<file path="config.mk">
export PLATFORM = sky130hd
export DESIGN_NAME = finv_decode_check
export DESIGN_NICKNAME = d
export VERILOG_FILES = /design/src/rtl/finv_pkg.sv /design/src/rtl/finv_field_decode.sv /design/src/rtl/finv_priv_rules.sv /design/src/rtl/finv_result_reg.sv /design/src/rtl/finv_decode_check.sv
export SDC_FILE = /design/constraint.sdc
export NUM_CORES = 1
export LEC_CHECK = 0
export BUFFER_PORTS_ARGS = -buffer_cell sky130_fd_sc_hd__clkbuf_2
export CAP_MARGIN = 20
export CORE_MARGIN = 2
export CORE_UTILIZATION = 46
export CTS_BUF_LIST = sky130_fd_sc_hd__clkbuf_4 sky130_fd_sc_hd__clkbuf_8
export CTS_CLUSTER_SIZE = 25
export DETAILED_ROUTE_END_ITERATION = 7
export PLACE_DENSITY = 0.95
export SKIP_LAST_GASP = 1
export SYNTH_ARGS = -nofsm -noshare
export SYNTH_HDL_FRONTEND = slang
export SYNTH_SLANG_ARGS = --single-unit
</file>
<file path="constraint.sdc">
create_clock -name clk -period 2.6 [get_ports clk]
set_input_delay 0.26 -clock clk [delete_from_list [all_inputs] [get_ports clk]]
set_output_delay 0.26 -clock clk [all_outputs]
set_load 0.005 [all_outputs]
</file>
<file path="src/rtl/finv_pkg.sv">
package finv_pkg;

    localparam int unsigned INSTR_W = 32;
    localparam int unsigned REG_W   = 5;
    localparam int unsigned F7_W    = 7;

    localparam logic [6:0] OPC_SYSTEM = 7'b1110011;
    localparam logic [2:0] F3_PRIV    = 3'b000;

    localparam logic [F7_W-1:0] F7_SUP_INV  = 7'b0001011;
    localparam logic [F7_W-1:0] F7_BARRIER  = 7'b0001100;
    localparam logic [F7_W-1:0] F7_GVA_INV  = 7'b0010011;
    localparam logic [F7_W-1:0] F7_GPA_INV  = 7'b0110011;

    localparam logic [REG_W-1:0] RS2_BAR_WR = 5'd0;
    localparam logic [REG_W-1:0] RS2_BAR_RD = 5'd1;

    typedef enum logic [2:0] {
        CLS_NONE    = 3'd0,
        CLS_SUP_INV = 3'd1,
        CLS_GVA_INV = 3'd2,
        CLS_GPA_INV = 3'd3,
        CLS_BAR_WR  = 3'd4,
        CLS_BAR_RD  = 3'd5
    } op_class_e;

    typedef enum logic [1:0] {
        PRV_USER  = 2'd0,
        PRV_SUPER = 2'd1,
        PRV_RSVD  = 2'd2,
        PRV_MACH  = 2'd3
    } priv_e;

    typedef enum logic [1:0] {
        VERD_ALLOW   = 2'd0,
        VERD_ILLEGAL = 2'd1,
        VERD_VIRTUAL = 2'd2
    } verdict_e;

    typedef struct packed {
        logic            hit;
        op_class_e       cls;
        logic [REG_W-1:0] rs1;
        logic [REG_W-1:0] rs2;
    } dec_t;

    typedef struct packed {
        logic            hit;
        op_class_e       cls;
        logic [REG_W-1:0] rs1;
        logic [REG_W-1:0] rs2;
        logic            illegal;
        logic            virt;
    } result_t;

    function automatic logic is_guest(op_class_e c);
        return (c == CLS_GVA_INV) || (c == CLS_GPA_INV);
    endfunction

    function automatic logic is_barrier(op_class_e c);
        return (c == CLS_BAR_WR) || (c == CLS_BAR_RD);
    endfunction

endpackage

</file>
<file path="src/rtl/finv_field_decode.sv">
module finv_field_decode
    import finv_pkg::*;
#(
    parameter bit HYP_EN = 1'b1
) (
    input  logic [INSTR_W-1:0] instr,
    output dec_t               dec
);
    logic [F7_W-1:0]  f7;
    logic [REG_W-1:0] rs1_f;
    logic [REG_W-1:0] rs2_f;
    logic             frame_ok;
    op_class_e        cls;

    assign f7     = instr[31:25];
    assign rs2_f  = instr[24:20];
    assign rs1_f  = instr[19:15];
    assign frame_ok = (instr[6:0] == OPC_SYSTEM) && (instr[14:12] == F3_PRIV)
                    && (instr[11:7] == '0);

    always_comb begin
        cls = CLS_NONE;
        if (frame_ok) begin
            unique case (f7)
                F7_SUP_INV: cls = CLS_SUP_INV;
                F7_GVA_INV: cls = CLS_GVA_INV;
                F7_GPA_INV: cls = CLS_GPA_INV;
                F7_BARRIER: begin
                    if (rs1_f == '0 && rs2_f == RS2_BAR_WR)      cls = CLS_BAR_WR;
                    else if (rs1_f == '0 && rs2_f == RS2_BAR_RD) cls = CLS_BAR_RD;
                    else                                         cls = CLS_NONE;
                end
                default: cls = CLS_NONE;
            endcase
        end
    end

    always_comb begin
        dec.hit = (cls != CLS_NONE);
        dec.cls = cls;
        dec.rs1 = dec.hit ? rs1_f : '0;
        dec.rs2 = dec.hit ? rs2_f : '0;
    end

    // a recognised word always carries the privileged system frame
    always_comb begin
        assert_frame_fields_R1: assert (!dec.hit || frame_ok);
    end
endmodule

</file>
<file path="src/rtl/finv_priv_rules.sv">
module finv_priv_rules
    import finv_pkg::*;
#(
    parameter bit HYP_EN = 1'b1
) (
    input  op_class_e cls,
    input  logic [1:0] priv,
    input  logic       virt,
    input  logic       tvm,
    input  logic       vtvm,
    output verdict_e   verdict
);
    priv_e p;
    assign p = priv_e'(priv);

    always_comb begin
        verdict = VERD_ALLOW;
        if (cls == CLS_NONE) begin
            verdict = VERD_ALLOW;
        end else if (!HYP_EN && is_guest(cls)) begin
            verdict = VERD_ILLEGAL;
        end else if (p == PRV_MACH) begin
            verdict = VERD_ALLOW;
        end else if (p == PRV_RSVD) begin
            verdict = VERD_ILLEGAL;
        end else if (virt) begin
            if (is_guest(cls) || p == PRV_USER)
                verdict = VERD_VIRTUAL;
            else if (cls == CLS_SUP_INV && vtvm)
                verdict = VERD_VIRTUAL;
            else
                verdict = VERD_ALLOW;
        end else begin
            if (p == PRV_USER)
                verdict = VERD_ILLEGAL;
            else if (tvm && (cls == CLS_SUP_INV || cls == CLS_GPA_INV))
                verdict = VERD_ILLEGAL;
            else
                verdict = VERD_ALLOW;
        end
    end

    // barriers in supervisor mode are never trapped
    always_comb begin
        assert_barrier_free_R9: assert (!(is_barrier(cls) && p == PRV_SUPER)
                                         || verdict == VERD_ALLOW);
    end
endmodule

</file>
<file path="src/rtl/finv_result_reg.sv">
module finv_result_reg
    import finv_pkg::*;
(
    input  logic    clk,
    input  logic    rst,
    input  logic    d_valid,
    input  result_t d_res,
    output logic    q_valid,
    output result_t q_res
);
    always_ff @(posedge clk) begin
        if (rst) begin
            q_valid <= 1'b0;
            q_res   <= '0;
        end else begin
            q_valid <= d_valid;
            if (d_valid) q_res <= d_res;
        end
    end

    assert_valid_follow_R12: assert property (@(posedge clk) disable iff (rst)
        d_valid |=> q_valid);
    assert_valid_drop_R12: assert property (@(posedge clk) disable iff (rst)
        !d_valid |=> !q_valid);
    assert_trap_exclusive_R12: assert property (@(posedge clk) disable iff (rst)
        q_valid |-> !(q_res.illegal && q_res.virt));
endmodule

</file>
<file path="src/rtl/finv_decode_check.sv">
module finv_decode_check
    import finv_pkg::*;
#(
    parameter bit HYP_EN = 1'b1
) (
    input  logic        clk,
    input  logic        rst,
    input  logic        in_valid,
    input  logic [31:0] in_instr,
    input  logic [1:0]  in_priv,
    input  logic        in_virt,
    input  logic        in_tvm,
    input  logic        in_vtvm,
    output logic        out_valid,
    output logic        out_hit,
    output logic [2:0]  out_class,
    output logic [4:0]  out_rs1,
    output logic [4:0]  out_rs2,
    output logic        out_illegal,
    output logic        out_virtual
);
    dec_t     dec;
    verdict_e verdict;
    result_t  res_d;
    result_t  res_q;

    finv_field_decode #(.HYP_EN(HYP_EN)) u_dec (
        .instr (in_instr),
        .dec   (dec)
    );

    finv_priv_rules #(.HYP_EN(HYP_EN)) u_rules (
        .cls     (dec.cls),
        .priv    (in_priv),
        .virt    (in_virt),
        .tvm     (in_tvm),
        .vtvm    (in_vtvm),
        .verdict (verdict)
    );

    always_comb begin
        res_d.hit     = dec.hit;
        res_d.cls     = dec.cls;
        res_d.rs1     = dec.rs1;
        res_d.rs2     = dec.rs2;
        res_d.illegal = (verdict == VERD_ILLEGAL);
        res_d.virt    = (verdict == VERD_VIRTUAL);
    end

    finv_result_reg u_reg (
        .clk     (clk),
        .rst     (rst),
        .d_valid (in_valid),
        .d_res   (res_d),
        .q_valid (out_valid),
        .q_res   (res_q)
    );

    assign out_hit     = res_q.hit;
    assign out_class   = res_q.cls;
    assign out_rs1     = res_q.rs1;
    assign out_rs2     = res_q.rs2;
    assign out_illegal = res_q.illegal;
    assign out_virtual = res_q.virt;

    assert_machine_no_virtual_R10: assert property (@(posedge clk) disable iff (rst)
        (in_valid && in_priv == 2'd3) |=> !out_virtual);
    assert_miss_quiet_R1: assert property (@(posedge clk) disable iff (rst)
        (in_valid && !dec.hit) |=> (!out_hit && !out_illegal && !out_virtual));
endmodule

</file>
Word-level counts from Yosys, hierarchy flattened:

Index checks and enable logic that the tools add are counted.

* register bits after elaboration: 17
* bits of input ports: 40
* word-level logic and storage cells: 50

* eq/ne operators: 13
* mux-type cells: 14
* reduce and logical (&&, ||, !) cells: 16

Operators by type and width (number)
* $logic_not 5->1: 3
* $eq 7x4->1 const B: 2
* $mux 2: 7
* $pmux 3 s4: 1
* $mux 5: 2
* $mux 3: 3
* $eq 7x5->1 const B: 1
* $eq 7x6->1 const B: 1
* $eq 7x7->1 const B: 1
* $eq 2x2->1 const B: 3
* $eq 3x2->1 const B: 2
* $logic_and 1x1->1: 6
* $logic_not 3->1: 2
* $eq 5x1->1 const B: 1
* $eq 3x1->1 const B: 1
* $logic_or 1x1->1: 3
* $reduce_bool 3->1: 1
* $eq 2x1->1 const B: 1
* $logic_not 2->1: 1
* $mux 1: 1

Depth between registers and ports, before layout:

* word-level depth: 16
* mapped depth: 5
* mapped depth without buffers: 4

Hierarchy:

A second synthesis with hierarchy kept.

* cells, all modules: 106
* area total of the unflattened synthesis: 954.7 um^2

By module, submodules not included
* finv_result_reg: instances 1, cells an instance 54, area each 608.1 um^2
* finv_field_decode: instances 1, cells an instance 40, area each 272.8 um^2
* finv_priv_rules: instances 1, cells an instance 10, area each 58.8 um^2
* finv_decode_check: instances 1, cells an instance 2, area each 15.0 um^2

Worst setup path after synthesis:

No wires, ideal clock.

* path kind: in2reg
* start point: input in_instr[21]
* end point: register u_reg.q_res[15] (netlist name)
* arrival: 1380 ps
* setup slack: 1153 ps
* cell stages on the path: 5
* cells stage by stage: or4_4 nor3_4 a21oi_2 buf_6 o21ai_2

* word-level cells in the longest chain between the ends: 7
* elaborated cells on any way between the ends: 9
* classes of those cells: eq/ne: 1; mux: 4; reduce/logical: 4

Ends and longest elaborated chain
* from (decl): line finv_decode_check.sv:9 `input logic [31:0] in_instr,`
* $eq 5x1->1: line finv_field_decode.sv:30 `else if (rs1_f == '0 && rs2_f == RS2_BAR_RD) cls = CLS_BAR_RD;`
* $logic_and 1x1->1: line finv_field_decode.sv:30
* $mux 3: line finv_field_decode.sv:30
* $mux 3 *: line finv_field_decode.sv:29 `if (rs1_f == '0 && rs2_f == RS2_BAR_WR) cls = CLS_BAR_WR;`
* $pmux 3 s4 *: line finv_field_decode.sv:24 `unique case (f7)`
* $mux 3 *: line finv_field_decode.sv:23 `if (frame_ok) begin`
* $reduce_bool 3->1 *: line finv_field_decode.sv:39 `dec.hit = (cls != CLS_NONE);`
* to (signal assigned): line finv_result_reg.sv:17 `if (d_valid) q_res <= d_res;`
* to (decl): line finv_result_reg.sv:9 `output result_t q_res`

Mark *: on every way between the ends. The rest lies on a longest branch, timed or not.
A chain may end at the register's enable or synchronous reset.

Final worst setup path:

* start point: input in_instr[3]
* end point: register u_reg.q_res[0] (netlist name)

* word-level cells in the longest chain between the ends: 14
* elaborated cells on any way between the ends: 22
* classes of those cells: eq/ne: 5; mux: 9; reduce/logical: 8

Ends and longest elaborated chain
* $eq 7x7->1 *: line finv_field_decode.sv:18 `assign frame_ok = (instr[6:0] == OPC_SYSTEM) && (instr[14:12] == F3_PRIV)`
* $logic_and 1x1->1 *: line finv_field_decode.sv:18
* $logic_and 1x1->1 *: line finv_field_decode.sv:19 `&& (instr[11:7] == '0);`
* $mux 3 *: line finv_field_decode.sv:23
* $eq 3x1->1 or $eq 3x2->1 (tied branches): line finv_priv_rules.sv:29, finv_priv_rules.sv:36, finv_pkg.sv:57
* $logic_or 1x1->1: line finv_priv_rules.sv:36 `else if (tvm && (cls == CLS_SUP_INV || cls == CLS_GPA_INV))`
* $logic_and 1x1->1: line finv_priv_rules.sv:36
* $mux 1: line finv_priv_rules.sv:36
* $mux 2: line finv_priv_rules.sv:34 `if (p == PRV_USER)`
* $mux 2: line finv_priv_rules.sv:26 `end else if (virt) begin`
* $mux 2: line finv_priv_rules.sv:24 `end else if (p == PRV_RSVD) begin`
* $mux 2: line finv_priv_rules.sv:22 `end else if (p == PRV_MACH) begin`
* $mux 2 *: line finv_priv_rules.sv:18 `if (cls == CLS_NONE) begin`
* $eq 2x2->1 *: line finv_decode_check.sv:47 `res_d.virt = (verdict == VERD_VIRTUAL);`

Marks and branches as above.

==> run summary <==
PLACED DESIGN
----------------------------------------------------------------------------------------
Final Wtd Congestion                                                               0.758
Total placed instance area                                                     1170 um^2
Final HPWL DP                                                                    1900 um
Post-Place Worst Slack                                                          0.628 ns
Quantity of I/O buffers inserted on ports                                             56

WORST SETUP PATH
----------------------------------------------------------------------------------------
Startpoint kind of the worst setup timing path                                input port
Data required time at the worst endpoint                                         2.81 ns
Kind of end point of the critical path                                              flop
CP cell instances                                                           clkbuf_2 > or4b_4 > nor4_4 > nand2_1 > o31ai_1
Worst-path fanout max                                                                 11
Worst-path cell with the longest stage delay                                sky130_fd_sc_hd__or4b_4
Data arrival time of the critical path                                           1.89 ns
Type of the setup path with the least slack                                 input port to flop
Largest stage delay, worst path                                                  0.54 ns

POWER AND IR DROP
----------------------------------------------------------------------------------------
Peak supply drop                                                                0.228 mV
Comb pwr share                                                                     13.6%
Switching power                                                               0.000122 W
Internal Dissipation                                                          0.000349 W
Leakage power                                                                   0.547 nW
Power share of the sequential group                                                55.4%
Clk pwr share                                                                      30.9%
PD cells                                                                     392 nW/um^2
Switching power as a share of total power                                          25.9%

CELLS AND AREA
----------------------------------------------------------------------------------------
Proportion of layout cells with a drive suffix above 1                             49.1%
Total Nets Final                                                                     200
Number of inserted diodes                                                              0
Most used cells in the layout excluding fill and tap cells                  sky130_fd_sc_hd__clkbuf_2 (56), sky130_fd_sc_hd__nand2_1 (23), sky130_fd_sc_hd__dfxtp_1 (17), sky130_fd_sc_hd__o21ai_2 (11), sky130_fd_sc_hd__nand3_1 (10)
Layout overhead on the synthesized area                                            36.1%
Storage cell area                                                               340 um^2
Post-layout instance area                                                      1200 um^2
Filler Cell Count                                                                    164
Most common library cell in the layout ignoring fill and taps               sky130_fd_sc_hd__clkbuf_2
Area of combinational cells with multiple inputs                                504 um^2

DRT
----------------------------------------------------------------------------------------
Post-detailed-route DRC marker count                                                   0
Vias per inst                                                                       5.45
Vias after detailed routing                                                        1,003
Antenna violation net count after detailed routing                                     0
Routed length per placed instance                                                13.0 um
Overall routed net length                                                        2400 um
DRT iter0 DRCs                                                                        36
Detailed-routing iteration count for the pre-antenna-repair pass                       4

WORST HOLD PATH
----------------------------------------------------------------------------------------
Worst hold-check path type                                                  input port to flop

CLOCKING
----------------------------------------------------------------------------------------
Maximum clock insertion buffer count                                                   2
Number of cells upsized or downsized after cts                                         0
Clock tree from TritonCTS                                                          built
Register clock-pin slew on the reported worst setup and hold paths               0.10 ns
CTS Hold Bufs                                                                          0
Root buf cell                                                               sky130_fd_sc_hd__clkbuf_4
Post-CTS Setup Bufs                                                                    0
Clock tree sinks                                                                      17
CTS H-tree depth                                                                       1
Later-pin clock latency in the skew report                                       0.29 ns
Total CTS buffers                                                                      3

SYNTHESIS
----------------------------------------------------------------------------------------
Post-Synthesis Cells                                                                 102
Compound-gate portion of the synthesized area                                      19.5%
Adder and majority cell fraction of the synthesized area                              0%
Unique masters post-synth                                                             33
Combinational family with the most area after synthesis                     simple AND/OR/NAND/NOR gates
Syn Nets                                                                             142
Synth warn                                                                             0
Mean instance size in the synthesized netlist                                  8.66 um^2
Post-synthesis share of cell area spent on xor and xnor gates                         0%
Fraction of the yosys area taken by sequential cells                               38.5%
Summed instance area of the synthesized netlist                                 883 um^2
Share of synthesized area spent on multiplexers                                       0%
Flops & latches, synth                                                                17
Post-Synth Simple-Gate Area                                                        37.5%

GLOBAL ROUTE
----------------------------------------------------------------------------------------
Maximum number of pins on one net before global-route repair                          17
Overflow after GRT                                                                     0
Number of global-route vias before repair                                            862
Global-route usage over all layers                                                 21.6%
Number of antenna violations at the first check in global routing                      0
First-pass GRT wire length                                                       3460 um

TIMING
----------------------------------------------------------------------------------------
Slack of the critical path                                                      0.928 ns
Max_slew headroom                                                                  34.5%
Actual slew at the worst max-slew pin                                           0.979 ns
Unrepaired setup endpoints after global routing                                    false
Clock period minus final worst setup slack                                       1.67 ns
Worst-case clock skew                                                               0 ns
Max-slew violation count                                                               0
Portion of the clock cycle consumed by the worst path in the final layout          64.3%
Final hold viol count                                                                  0
Number of failing setup endpoints in the final timing report                           0
Total negative slack for setup checks                                               0 ns
Maximum frequency from static timing analysis                                    598 MHz

FLOORPLAN
----------------------------------------------------------------------------------------
Overall die area                                                               2290 um^2
Die Wd                                                                           47.8 um
I/O pin cnt                                                                           57
Floorplan core area                                                            1760 um^2
Site row count                                                                        15
Chip Height                                                                      47.8 um
Initial Utilization                                                                50.1%

JOB
----------------------------------------------------------------------------------------
Max capacitance violation total                                                        0

OUTCOME
----------------------------------------------------------------------------------------
Run status                                                                  complete, no violations

## path summary, 6_finish.rpt
check	startpoint	end	slack, ns	cells after the start
setup / recovery	in_instr[3]	u_reg.q_res[0]	0.93	5
hold / removal	in_instr[20]	u_reg.q_res[2]	0.21	3
setup reg to reg	u_reg.q_res[13]	u_reg.q_res[13]	1.99	2
hold reg to reg	u_reg.q_res[4]	u_reg.q_res[4]	0.46	2
## stage by stage
| stage | total power [W] | std cells | utilization [%] | hold WS, ns |
|---|---|---|---|---|
| floorplan | 0.000291 | 102 | - | 0.415 |
| global placement | 0.000327 | 180 | 66.6 | 0.437 |
| detailed placement | 0.000330 | 180 | 66.6 | 0.442 |
| CTS | 0.000473 | 184 | 68.2 | 0.201 |
| global route | 0.000489 | 184 | 68.2 | 0.207 |
| finish | 0.000472 | 184 | 68.2 | 0.207 |
## power groups by stage
stage	Sequential [W]	Clock, W	Combinational, W
after floorplan	0.000267	0	0.0000237
after global placement	0.000267	0	0.0000601
after detailed placement	0.000267	0	0.0000630
after CTS	0.000261	0.000148	0.0000636
after global routing	0.000261	0.000157	0.0000705
final	0.000261	0.000146	0.0000643
## state kept, by name, summed over array words and instances (netlist names)
name,cells
u_reg.q_res,16
u_reg.q_valid,1
## kinds of logic after synthesis
family,Yosys count
flops,17
buf+inv,7
compound gates,23
simple gates,55
## layout make-up
| type | count | share of cell area, % |
|---|---|---|
| Clock buffer | 3 | 1.87 |
| Clock inverter | 1 | 0.416 |
| Inverter | 3 | 0.937 |
| Multi-Input combinational cell | 78 | 41.9 |
| Sequential cell | 17 | 28.3 |
| Tap cell | 25 | 2.60 |
| Timing Repair Buffer | 57 | 23.9 |
## routing by layer
| layer | global-route usage (%) | up-vias | wire length (um) |
|---|---|---|---|
| met1 | 22.6 | 451 | 841 |
| met3 | 3.77 | 4 | 208 |
| met2 | 40.5 | 58 | 1320 |
| li1 | - | 490 | - |
| met5 | 0 | - | 0 |
| met4 | 10.8 | 0 | 29 |
## synth_stat cells, drive strengths merged
library cell / number / share of area [%]
nand3b: 1 / 0.85
nor4: 2 / 3.1
clkbuf: 1 / 0.42
dfxtp: 17 / 39
inv: 3 / 1.3
o211ai: 1 / 0.85
or4b: 3 / 3.8
nor3: 4 / 4.1
buf: 3 / 2.7
or4: 2 / 2.1
nand4b: 1 / 0.99
nor2: 1 / 0.42
nand4: 1 / 0.71
nor3b: 1 / 0.85
or3b: 1 / 0.99
nand2b: 2 / 1.4
or4bb: 1 / 1.3
or3: 2 / 1.4
o21ai: 13 / 12
nand2: 23 / 9.8
a21oi: 4 / 2.7
nand3: 10 / 5.7
a31oi: 2 / 1.4
o31ai: 3 / 2.5
## critical path: cells and delay by family
kind | cells | cell delay [ns]
and+or+nand+nor | 3 | 1.26
buffers and inverters | 1 | 0.09
AOI/OAI and AO/OA | 1 | 0.27
(Power assumes the default switching activity.)
